`src/rtl/irq_hub_pkg.sv`:
```
package irq_hub_pkg;

    localparam int ADDR_W = 16;
    localparam int DATA_W = 32;
    localparam int NCTX   = 2;

    localparam logic [3:0] PRIO_PAGE = 4'h0;
    localparam logic [7:0] EN_PAGE   = 8'h20;
    localparam logic [2:0] CTX_PAGE  = 3'b100;

    typedef enum logic [0:0] {
        BUS_IDLE,
        BUS_RESP
    } bus_state_t;

    typedef enum logic [2:0] {
        RG_NONE,
        RG_PRIO,
        RG_EN,
        RG_THR,
        RG_CLM
    } region_t;

endpackage

```
`src/rtl/irq_gate.sv`:
```
module irq_gate (
    input  logic clk,
    input  logic rst_n,
    input  logic level_i,
    input  logic claim_i,
    input  logic done_i,
    output logic pending_o,
    output logic busy_o
);

    logic pend_q;
    logic busy_q;

    always_ff @(posedge clk) begin
        if (!rst_n) begin
            pend_q <= 1'b0;
            busy_q <= 1'b0;
        end else if (claim_i) begin
            pend_q <= 1'b0;
            busy_q <= 1'b1;
        end else if (done_i) begin
            busy_q <= 1'b0;
        end else if (level_i && !busy_q) begin
            pend_q <= 1'b1;
        end
    end

    assign pending_o = pend_q;
    assign busy_o    = busy_q;

endmodule

```
`src/rtl/irq_pick.sv`:
```
module irq_pick #(
    parameter int NSRC   = 31,
    parameter int PRIO_W = 3,
    parameter int ID_W   = 5
) (
    input  logic                         clk,
    input  logic                         rst_n,
    input  logic [NSRC:0]                pend_i,
    input  logic [NSRC:0]                en_i,
    input  logic [NSRC:0][PRIO_W-1:0]    prio_i,
    input  logic [PRIO_W-1:0]            thr_i,
    output logic [ID_W-1:0]              win_id_o,
    output logic                         irq_o
);

    logic [ID_W-1:0]   best_id;
    logic [PRIO_W-1:0] best_pr;
    logic              found;
    logic              irq_q;

    always_comb begin
        best_id = '0;
        best_pr = '0;
        found   = 1'b0;
        for (int i = 0; i <= NSRC; i++) begin
            if (i != 0 && pend_i[i] && en_i[i] && (prio_i[i] > thr_i) &&
                (!found || prio_i[i] > best_pr)) begin
                found   = 1'b1;
                best_id = ID_W'(i);
                best_pr = prio_i[i];
            end
        end
    end

    always_ff @(posedge clk) begin
        if (!rst_n) irq_q <= 1'b0;
        else        irq_q <= found;
    end

    assign win_id_o = best_id;
    assign irq_o    = irq_q;

endmodule

```
`src/rtl/irq_regs.sv`:
```
module irq_regs
    import irq_hub_pkg::*;
#(
    parameter int NSRC   = 31,
    parameter int PRIO_W = 3,
    parameter int ID_W   = 5
) (
    input  logic                              clk,
    input  logic                              rst_n,
    input  logic                              req_valid,
    input  logic                              req_write,
    input  logic [ADDR_W-1:0]                 req_addr,
    input  logic [DATA_W-1:0]                 req_wdata,
    output logic                              rsp_valid,
    output logic [DATA_W-1:0]                 rsp_rdata,
    input  logic [NCTX-1:0][ID_W-1:0]         win_id,
    input  logic [NSRC:0]                     busy,
    output logic [NSRC:0][PRIO_W-1:0]         prio,
    output logic [NCTX-1:0][NSRC:0]           en,
    output logic [NCTX-1:0][PRIO_W-1:0]       thr,
    output logic [NSRC:0]                     claim_vec,
    output logic [NSRC:0]                     done_vec
);

    localparam int NWORDS = (NSRC + 32) / 32;

    bus_state_t state_q, state_d;
    region_t    rg;
    logic [9:0] a_idx;
    logic       a_ctx;
    logic [ID_W-1:0] a_sid;
    logic [ID_W-1:0] cid;
    logic       cmp_ok;
    logic       rd, wr;
    logic [DATA_W-1:0] rd_mux, rdata_q;

    logic [NSRC:0][PRIO_W-1:0]   prio_q;
    logic [NCTX-1:0][NSRC:0]     en_q;
    logic [NCTX-1:0][PRIO_W-1:0] thr_q;

    assign rd = req_valid && !req_write;
    assign wr = req_valid && req_write;

    // address decode
    always_comb begin
        rg    = RG_NONE;
        a_ctx = 1'b0;
        a_idx = '0;
        if (req_addr[1:0] != 2'b00) begin
            rg = RG_NONE;
        end else if (req_addr[15:12] == PRIO_PAGE) begin
            a_idx = req_addr[11:2];
            if (a_idx != 10'd0 && a_idx <= 10'(NSRC)) rg = RG_PRIO;
        end else if (req_addr[15:8] == EN_PAGE) begin
            a_ctx = req_addr[7];
            a_idx = {5'd0, req_addr[6:2]};
            if (a_idx < 10'(NWORDS)) rg = RG_EN;
        end else if (req_addr[15:13] == CTX_PAGE) begin
            a_ctx = req_addr[12];
            if (req_addr[11:2] == 10'd0)      rg = RG_THR;
            else if (req_addr[11:2] == 10'd1) rg = RG_CLM;
        end
    end

    assign a_sid  = a_idx[ID_W-1:0];
    assign cid    = req_wdata[ID_W-1:0];
    assign cmp_ok = (req_wdata != '0) && (req_wdata <= DATA_W'(NSRC));

    // read data mux
    always_comb begin
        rd_mux = '0;
        unique case (rg)
            RG_PRIO: rd_mux = DATA_W'(prio_q[a_sid]);
            RG_EN: begin
                for (int b = 0; b < 32; b++) begin
                    if (int'(a_idx) * 32 + b >= 1 && int'(a_idx) * 32 + b <= NSRC)
                        rd_mux[b] = en_q[a_ctx][int'(a_idx) * 32 + b];
                end
            end
            RG_THR:  rd_mux = DATA_W'(thr_q[a_ctx]);
            RG_CLM:  rd_mux = DATA_W'(win_id[a_ctx]);
            default: rd_mux = '0;
        endcase
    end

    // claim and complete strobes
    always_comb begin
        claim_vec = '0;
        done_vec  = '0;
        if (rd && rg == RG_CLM && win_id[a_ctx] != '0)
            claim_vec[win_id[a_ctx]] = 1'b1;
        if (wr && rg == RG_CLM && cmp_ok && busy[cid] && en_q[a_ctx][cid])
            done_vec[cid] = 1'b1;
    end

    // configuration storage
    always_ff @(posedge clk) begin
        if (!rst_n) begin
            prio_q <= '0;
            en_q   <= '0;
            thr_q  <= '0;
        end else if (wr) begin
            unique case (rg)
                RG_PRIO: prio_q[a_sid] <= req_wdata[PRIO_W-1:0];
                RG_EN: begin
                    for (int b = 0; b < 32; b++) begin
                        if (int'(a_idx) * 32 + b >= 1 && int'(a_idx) * 32 + b <= NSRC)
                            en_q[a_ctx][int'(a_idx) * 32 + b] <= req_wdata[b];
                    end
                end
                RG_THR:  thr_q[a_ctx] <= req_wdata[PRIO_W-1:0];
                default: ;
            endcase
        end
    end

    // bus response state machine: state register
    always_ff @(posedge clk) begin
        if (!rst_n) begin
            state_q <= BUS_IDLE;
            rdata_q <= '0;
        end else begin
            state_q <= state_d;
            if (rd) rdata_q <= rd_mux;
        end
    end

    // next state
    always_comb begin
        state_d = state_q;
        unique case (state_q)
            BUS_IDLE: state_d = rd ? BUS_RESP : BUS_IDLE;
            BUS_RESP: state_d = rd ? BUS_RESP : BUS_IDLE;
            default:  state_d = BUS_IDLE;
        endcase
    end

    // outputs
    always_comb begin
        rsp_valid = 1'b0;
        rsp_rdata = '0;
        unique case (state_q)
            BUS_RESP: begin
                rsp_valid = 1'b1;
                rsp_rdata = rdata_q;
            end
            default: ;
        endcase
    end

    assign prio = prio_q;
    assign en   = en_q;
    assign thr  = thr_q;

endmodule

```
`src/rtl/irq_hub_core.sv`:
```
module irq_hub_core
    import irq_hub_pkg::*;
#(
    parameter int NSRC   = 31,
    parameter int PRIO_W = 3
) (
    input  logic                 clk,
    input  logic                 rst_n,
    input  logic [NSRC:1]        src_i,
    input  logic                 req_valid,
    input  logic                 req_write,
    input  logic [ADDR_W-1:0]    req_addr,
    input  logic [DATA_W-1:0]    req_wdata,
    output logic                 rsp_valid,
    output logic [DATA_W-1:0]    rsp_rdata,
    output logic [NCTX-1:0]      irq_o
);

    localparam int ID_W = $clog2(NSRC + 1);

    logic [NSRC:0]                pending_v;
    logic [NSRC:0]                busy_v;
    logic [NSRC:0]                claim_v;
    logic [NSRC:0]                done_v;
    logic [NSRC:0][PRIO_W-1:0]    prio_v;
    logic [NCTX-1:0][NSRC:0]      en_v;
    logic [NCTX-1:0][PRIO_W-1:0]  thr_v;
    logic [NCTX-1:0][ID_W-1:0]    win_v;
    logic                         unused_id0;

    assign pending_v[0] = 1'b0;
    assign busy_v[0]    = 1'b0;
    assign unused_id0   = claim_v[0] ^ done_v[0];

    for (genvar k = 1; k <= NSRC; k++) begin : g_gate
        irq_gate u_gate (
            .clk       (clk),
            .rst_n     (rst_n),
            .level_i   (src_i[k]),
            .claim_i   (claim_v[k]),
            .done_i    (done_v[k]),
            .pending_o (pending_v[k]),
            .busy_o    (busy_v[k])
        );
    end

    for (genvar c = 0; c < NCTX; c++) begin : g_ctx
        irq_pick #(.NSRC(NSRC), .PRIO_W(PRIO_W), .ID_W(ID_W)) u_pick (
            .clk      (clk),
            .rst_n    (rst_n),
            .pend_i   (pending_v),
            .en_i     (en_v[c]),
            .prio_i   (prio_v),
            .thr_i    (thr_v[c]),
            .win_id_o (win_v[c]),
            .irq_o    (irq_o[c])
        );
    end

    irq_regs #(.NSRC(NSRC), .PRIO_W(PRIO_W), .ID_W(ID_W)) u_regs (
        .clk       (clk),
        .rst_n     (rst_n),
        .req_valid (req_valid),
        .req_write (req_write),
        .req_addr  (req_addr),
        .req_wdata (req_wdata),
        .rsp_valid (rsp_valid),
        .rsp_rdata (rsp_rdata),
        .win_id    (win_v),
        .busy      (busy_v),
        .prio      (prio_v),
        .en        (en_v),
        .thr       (thr_v),
        .claim_vec (claim_v),
        .done_vec  (done_v)
    );

endmodule

```
`config.mk`:
```
export PLATFORM = sky130hd
export DESIGN_NAME = irq_hub_core
export DESIGN_NICKNAME = d
export VERILOG_FILES = /design/src/rtl/irq_hub_pkg.sv /design/src/rtl/irq_gate.sv /design/src/rtl/irq_pick.sv /design/src/rtl/irq_regs.sv /design/src/rtl/irq_hub_core.sv
export SDC_FILE = /design/constraint.sdc
export NUM_CORES = 1
export LEC_CHECK = 0
export ABC_AREA = 1
export BUFFER_PORTS_ARGS = -buffer_cell sky130_fd_sc_hd__buf_2
export CAP_MARGIN = 15
export CORE_ASPECT_RATIO = 1.2
export CORE_MARGIN = 2
export CORE_UTILIZATION = 35
export CTS_BUF_LIST = sky130_fd_sc_hd__clkbuf_2 sky130_fd_sc_hd__clkbuf_4 sky130_fd_sc_hd__clkbuf_8
export DETAILED_ROUTE_END_ITERATION = 10
export RECOVER_POWER = 100
export SETUP_SLACK_MARGIN = 0.02
export SLEW_MARGIN = 20
export SYNTH_ARGS = -nofsm -noshare
export SYNTH_HDL_FRONTEND = slang
export SYNTH_SLANG_ARGS = --single-unit
```
`constraint.sdc`:
```
create_clock -name clk -period 42.2 [get_ports clk]
set_input_delay 6.33 -clock clk [delete_from_list [all_inputs] [get_ports clk]]
set_output_delay 6.33 -clock clk [all_outputs]
set_load 0.02 [all_outputs]
```
==> out/results.tsv, run 1 <==
metric	value	unit
FFs w/ async S/R, synth	0	
hold path startpoint	u_regs.prio[2]	
post-CTS setup buffers	0	
Area Overhead vs Synth	10.80	%
final WL	89290	um
CP max stage cell	buf_4	
DP Wirelength	67930	um
Max stage delay on crit path	0.55	ns
DRC violations left	0	
mean area per synthesized cell	6.778	sq um
Ys Warns	0	
power density cells	21.73	nW/um^2
maximum vdd drop	18.06	uV
multi-input logic area	16120	sq um
Die Area	68630	sq um
Worst EP required	42.69	ns
Primary FF master, synth	dfxtp_1	
clk buf depth	3	
Filler cells	7056	
initial antenna violation count	1	
Final period util	0.8916	
drt initial violations	1858	
1st-pass router iterations	6	
clock tree root buffer cell	clkbuf_8	
Synth Register Bits	261	
Post-DRT Antenna Nets	0	
crit start category	flop	
wire per inst	19.95	um
RSZ-0062 raised after global routing	false	
Slew Viols, Final	289	
vias in the first global route	22780	
core area	65850	sq um
Final Power	0.5606	mW
CTS tree	built	
CP dominant cell by count	o21ai_0	
share of cells above drive strength 1	0.1259	
FP Rows	103	
post_cts resized	0	
Initial Utilization	0.3537	
TritonCTS buffer count	47	
largest net degree at the start of global routing	90	
cells after synthesis	3436	
Reg clk slew, reported paths	0.07	ns
most frequent cells in the layout	nand2_1 (690), o21ai_0 (454), inv_1 (386), ha_1 (322), a21oi_1 (274)	
most common cell after layout, fill and taps aside	nand2_1	
failing checks	max-capacitance violations, max-slew violations	
post-synthesis sequential area ratio	0.2243	
Leakage Power	13.09	nW
critical path class	reg2reg	
area of the mapped netlist	23290	sq um
Worst Path Arrival	38.12	ns
Chip Height	286.6	um
Yosys cell types	60	
Worst Hold Class	reg2reg	
Final setup viols	0	
final hold vios	0	
status	finished, violations left	
r2r startpoint	u_regs.thr[2]	
NumNets Final	3953	
max-cap viol count	5	
Die X	239.5	um
GRT Total Usage	0.2554	
Final min period	37.62	ns
CTS sink cnt	261	
TNS Setup	0	ns
Post-CTS Hold Buffers	0	
Sequential cell area	5228	sq um
Critical Path Fanout Max	32	
RePlAce Congestion	0.9514	
Max Clock Skew	0.05114	ns
port bufs	117	
drt via density	5.450	
slew margin rel.	-1.349	
Skew-Pair Late Insertion Delay	0.68	ns
EDFF count, synth	0	
critical path capture point type	flop	
Crit. Startpoint	u_regs.thr[2]	
# IOs	118	
H-tree depth	2	
Achievable Freq	26.58	MHz
syn nets	3841	
global-route wire length before repair	134900	um
DR vias	24390	
GRT overflow	0	
Worst Max-Slew Pin Slew	3.524	ns
## layer usage
metal,vias up,track usage,wire length [um]
li1,12080,-,-
met1,11260,0.3011,36310
met2,831,0.4449,42440
met3,224,0.03444,5271
met4,0,0.1422,5270
met5,-,0,0
## synthesized netlist by cell type, types with 16 or more instances
library cell,count,area [sq um]
a211oi_1,38,285.3
a21oi_1,272,1361
a311oi_1,16,140.1
a32o_1,19,190.2
clkbuf_1,70,262.8
dfxtp_1,261,5225
ha_1,322,4029
inv_1,382,1434
nand2_1,689,2586
nand2_2,120,750.7
nand2_4,33,371.6
nand3_1,167,835.8
nand3_2,48,480.5
nand4_1,43,269.0
nor2_1,222,833.3
nor3_1,34,170.2
o21ai_0,454,2272
o22ai_1,51,319.1
or2_2,18,112.6
## worst max-delay path: cells and delay by family (launching register included)
kind	cells	cell delay [ns]
simple gates	141	12.20
compound gates	75	12.12
fa+ha+maj	31	10.04
buf+inv	36	2.74
flops	1	0.30
## worst paths after layout
check	to	slack, ns	cells after the start
max	g_gate[29].u_gate.busy_o	4.58	283
max reg2reg	g_gate[29].u_gate.busy_o	4.58	283
min reg2reg	u_regs.prio[2]	0.43	2
min	u_regs.prio[2]	0.43	2
## cells by family after synthesis
kind of cell | Yosys count | share of synthesized area
AOI/OAI and AO/OA | 947 | 0.2291
muxes | 11 | 0.004728
and+or+nand+nor | 1407 | 0.2859
DFF | 261 | 0.2243
buffers and inverters | 488 | 0.08289
adders and majority gates | 322 | 0.1730
## registers in the layout, indices dropped and copies added, names as in the netlist
| signal | count |
|---|---|
| g_ctx.u_pick.irq_o | 2 |
| g_gate.u_gate.busy_o | 31 |
| g_gate.u_gate.pending_o | 31 |
| u_regs.en | 62 |
| u_regs.prio | 96 |
| u_regs.rdata_q | 32 |
| u_regs.state_q | 1 |
| u_regs.thr | 6 |
## stage by stage
| stage | hold WS [ns] | setup WS (ns) | instances | area, sq um | util |
|---|---|---|---|---|---|
| after CTS | 0.4285 | 4.664 | 4475 | 25900 | 0.3933 |
| after detailed placement | 0.4186 | 4.783 | 4391 | 24830 | 0.3770 |
| final | 0.4285 | 4.575 | 4476 | 25800 | 0.3918 |
| after floorplan | 0.4080 | 9.649 | 3436 | 23290 | - |
| after global placement | 0.4156 | 5.681 | 4391 | 24830 | 0.3770 |
| after global routing | 0.4436 | 0.03616 | 4476 | 25800 | 0.3918 |
## final cells by class
type	count	share of cell area
Multi-Input combinational cell	2687	0.6249
Antenna cell	1	0.00009697
Timing Repair Buffer	145	0.02827
Inverter	406	0.05945
Clock buffer	68	0.03287
Tap cell	892	0.04325
Sequential cell	261	0.2026
Clock inverter	16	0.008631
## where the power goes
part | total, mW | switching, mW | leakage [nW] | internal [mW]
Sequential | 0.252 | 0.00377 | 2.11 | 0.249
Combinational | 0.0283 | 0.0202 | 10.4 | 0.00806
Clock | 0.280 | 0.124 | 0.560 | 0.156
(Power assumes the default switching activity.)
==> run 2, diff against run 1 <==
--- a/config.mk
+++ b/config.mk
@@ -13,4 +13,5 @@
 export CORE_UTILIZATION = 35
 export CTS_BUF_LIST = sky130_fd_sc_hd__clkbuf_2 sky130_fd_sc_hd__clkbuf_4 sky130_fd_sc_hd__clkbuf_8
+export CTS_CLUSTER_SIZE = 8
 export DETAILED_ROUTE_END_ITERATION = 10
 export RECOVER_POWER = 100
==> constraint.sdc (replaced) <==
create_clock -name clk -period 42.2 [get_ports clk]
set_input_delay 2.11 -clock clk [delete_from_list [all_inputs] [get_ports clk]]
set_output_delay 2.11 -clock clk [all_outputs]
set_load 0.02 [all_outputs]
==> out/results.tsv, run 2 (synthesis results as in run 1) <==
metric	value	unit	change
status	finished, violations left		unchanged
failing checks	max-capacitance violations, max-slew violations		unchanged
GRT Total Usage	0.2554		unchanged
TritonCTS buffer count	47		unchanged
DRC violations left	0		unchanged
initial antenna violation count	1		unchanged
critical path capture point type	flop		unchanged
multi-input logic area	16130	sq um	was 16120 sq um
power density cells	21.74	nW/um^2	was 21.73 nW/um^2
CTS sink cnt	261		unchanged
placed insts	4391		unchanged
Final min period	37.63	ns	was 37.62 ns
hold path startpoint	u_regs.prio[2]		unchanged
Finished Layout Cells	4476		unchanged
post_cts resized	0		unchanged
vias in the first global route	22780		unchanged
Area Overhead vs Synth	10.82	%	was 10.80%
critical path class	reg2reg		unchanged
r2r startpoint	u_regs.thr[2]		unchanged
final hold vios	0		unchanged
slew margin rel.	-1.396		was -1.349
NumNets Final	3953		unchanged
most common cell after layout, fill and taps aside	nand2_1		unchanged
max-cap viol count	6		was 5
drt initial violations	1883		was 1858
Leakage Power	13.09	nW	about the same
RSZ-0062 raised after global routing	false		unchanged
Worst EP required	42.75	ns	was 42.69 ns
largest net degree at the start of global routing	90		unchanged
Place WS	4.783	ns	unchanged
crit start category	flop		unchanged
Final setup viols	0		unchanged
final WL	89240	um	was 89290 um
Max Clock Skew	0.04829	ns	was 0.05114 ns
CP dominant cell by count	o21ai_0		unchanged
maximum vdd drop	18.13	uV	was 18.06 uV
wire per inst	19.94	um	was 19.95 um
Die Area	68630	sq um	unchanged
Chip Height	286.6	um	unchanged
Post-DRT Antenna Nets	0		unchanged
R2R setup slack	4.57	ns	was 4.58 ns
Sequential cell area	5228	sq um	unchanged
Slew Viols, Final	290		was 289
Final period util	0.8917		was 0.8916
most frequent cells in the layout	nand2_1 (690), o21ai_0 (454), inv_1 (385), ha_1 (322), a21oi_1 (274)		was nand2_1 (690), o21ai_0 (454), inv_1 (386), ha_1 (322), a21oi_1 (274)
port bufs	117		unchanged
CP max stage cell	buf_4		unchanged
global-route wire length before repair	134900	um	unchanged
DR vias	24400		was 24390
Filler cells	7055		was 7056
clock tree root buffer cell	clkbuf_8		unchanged
FP Rows	103		unchanged
RePlAce Congestion	0.9514		unchanged
Critical Path Fanout Max	32		unchanged
core area	65850	sq um	unchanged
H-tree depth	2		unchanged
Worst Hold Path EP	u_regs.prio[2]		unchanged
Max stage delay on crit path	0.54	ns	was 0.55 ns
TNS Setup	0	ns	unchanged
Worst Max-Slew Pin Slew	3.594	ns	was 3.524 ns
Largest register FFs	96		unchanged
drt via density	5.451		was 5.450
Initial Utilization	0.3537		unchanged
Reg clk slew, reported paths	0.07	ns	about the same
CTS tree	built		unchanged
1st-pass router iterations	6		unchanged
R2R Path End	g_gate[3].u_gate.pending_o		was g_gate[29].u_gate.busy_o
GRT overflow	0		unchanged
clk buf depth	3		unchanged
post-CTS setup buffers	0		unchanged
Worst Path Arrival	38.18	ns	was 38.12 ns
# IOs	118		unchanged
Achievable Freq	26.57	MHz	was 26.58 MHz
Worst Hold Class	reg2reg		unchanged
worst setup margin	4.568	ns	was 4.575 ns
share of cells above drive strength 1	0.1264		was 0.1259
Post-CTS Hold Buffers	0		unchanged
Min-Delay Path Depth	2		unchanged
Die X	239.5	um	unchanged
worst r2r path cells	286		was 283
DP Wirelength	67930	um	unchanged
Skew-Pair Late Insertion Delay	0.68	ns	about the same
run 2: cell counts in the layout (fill, tap and decap cells not counted):
No cell type changed its count.
run 2: worst max path at each step:
stage	depth (start not counted)	slack (ns)	end	from
after global placement	282	5.68	g_gate[3].u_gate.pending_o	u_regs.thr[1]
after floorplan	294	9.65	g_gate[3].u_gate.pending_o	u_regs.thr[2]
after detailed placement	282	4.78	g_gate[3].u_gate.pending_o	u_regs.thr[2]
after CTS	283	4.66	g_gate[29].u_gate.busy_o	u_regs.thr[2]
final	286	4.57	g_gate[3].u_gate.pending_o	u_regs.thr[2]
after global routing	284	0.04	g_gate[11].u_gate.busy_o	u_regs.thr[2]
run 2: layout make-up:
class,instances,area share
Antenna cell,1,0.00009696
Multi-Input combinational cell,2687,0.6249
Clock inverter,16,0.008629
Timing Repair Buffer,145,0.02826
Clock buffer,68,0.03287
Tap cell,892,0.04324
Inverter,406,0.05943
Sequential cell,261,0.2025
run 2: power by group:
| group | internal (mW) | total [mW] | switching [mW] |
|---|---|---|---|
| sequential | 0.249 | 0.252 | 0.00372 |
| combinational | 0.00806 | 0.0283 | 0.0202 |
| clock | 0.156 | 0.281 | 0.125 |
run 2: layer usage:
metal	global-route usage	routed length, um	up-vias
met2	0.4449	42240	852
met3	0.03444	5515	224
met1	0.3011	35920	11240
met4	0.1422	5561	0
li1	-	-	12090
met5	0	0	-
run 2: per-stage QoR:
step | cell area, sq um | total power [mW] | util | hold slack, ns
global route | 25810 | 0.5751 | 0.3919 | 0.4436
detailed placement | 24830 | 0.2852 | 0.3770 | 0.4186
CTS | 25900 | 0.5635 | 0.3933 | 0.4285
floorplan | 23290 | 0.2699 | - | 0.4080
global placement | 24830 | 0.2854 | 0.3770 | 0.4156
finish | 25810 | 0.5611 | 0.3919 | 0.4279
run 2: worst max-delay path: cells and delay by family, from the launching register on:
kind,cells,cell delay [ns]
buf+inv,35,2.55
simple gates,146,12.74
fa+ha+maj,31,10.06
flops,1,0.30
compound gates,74,11.73
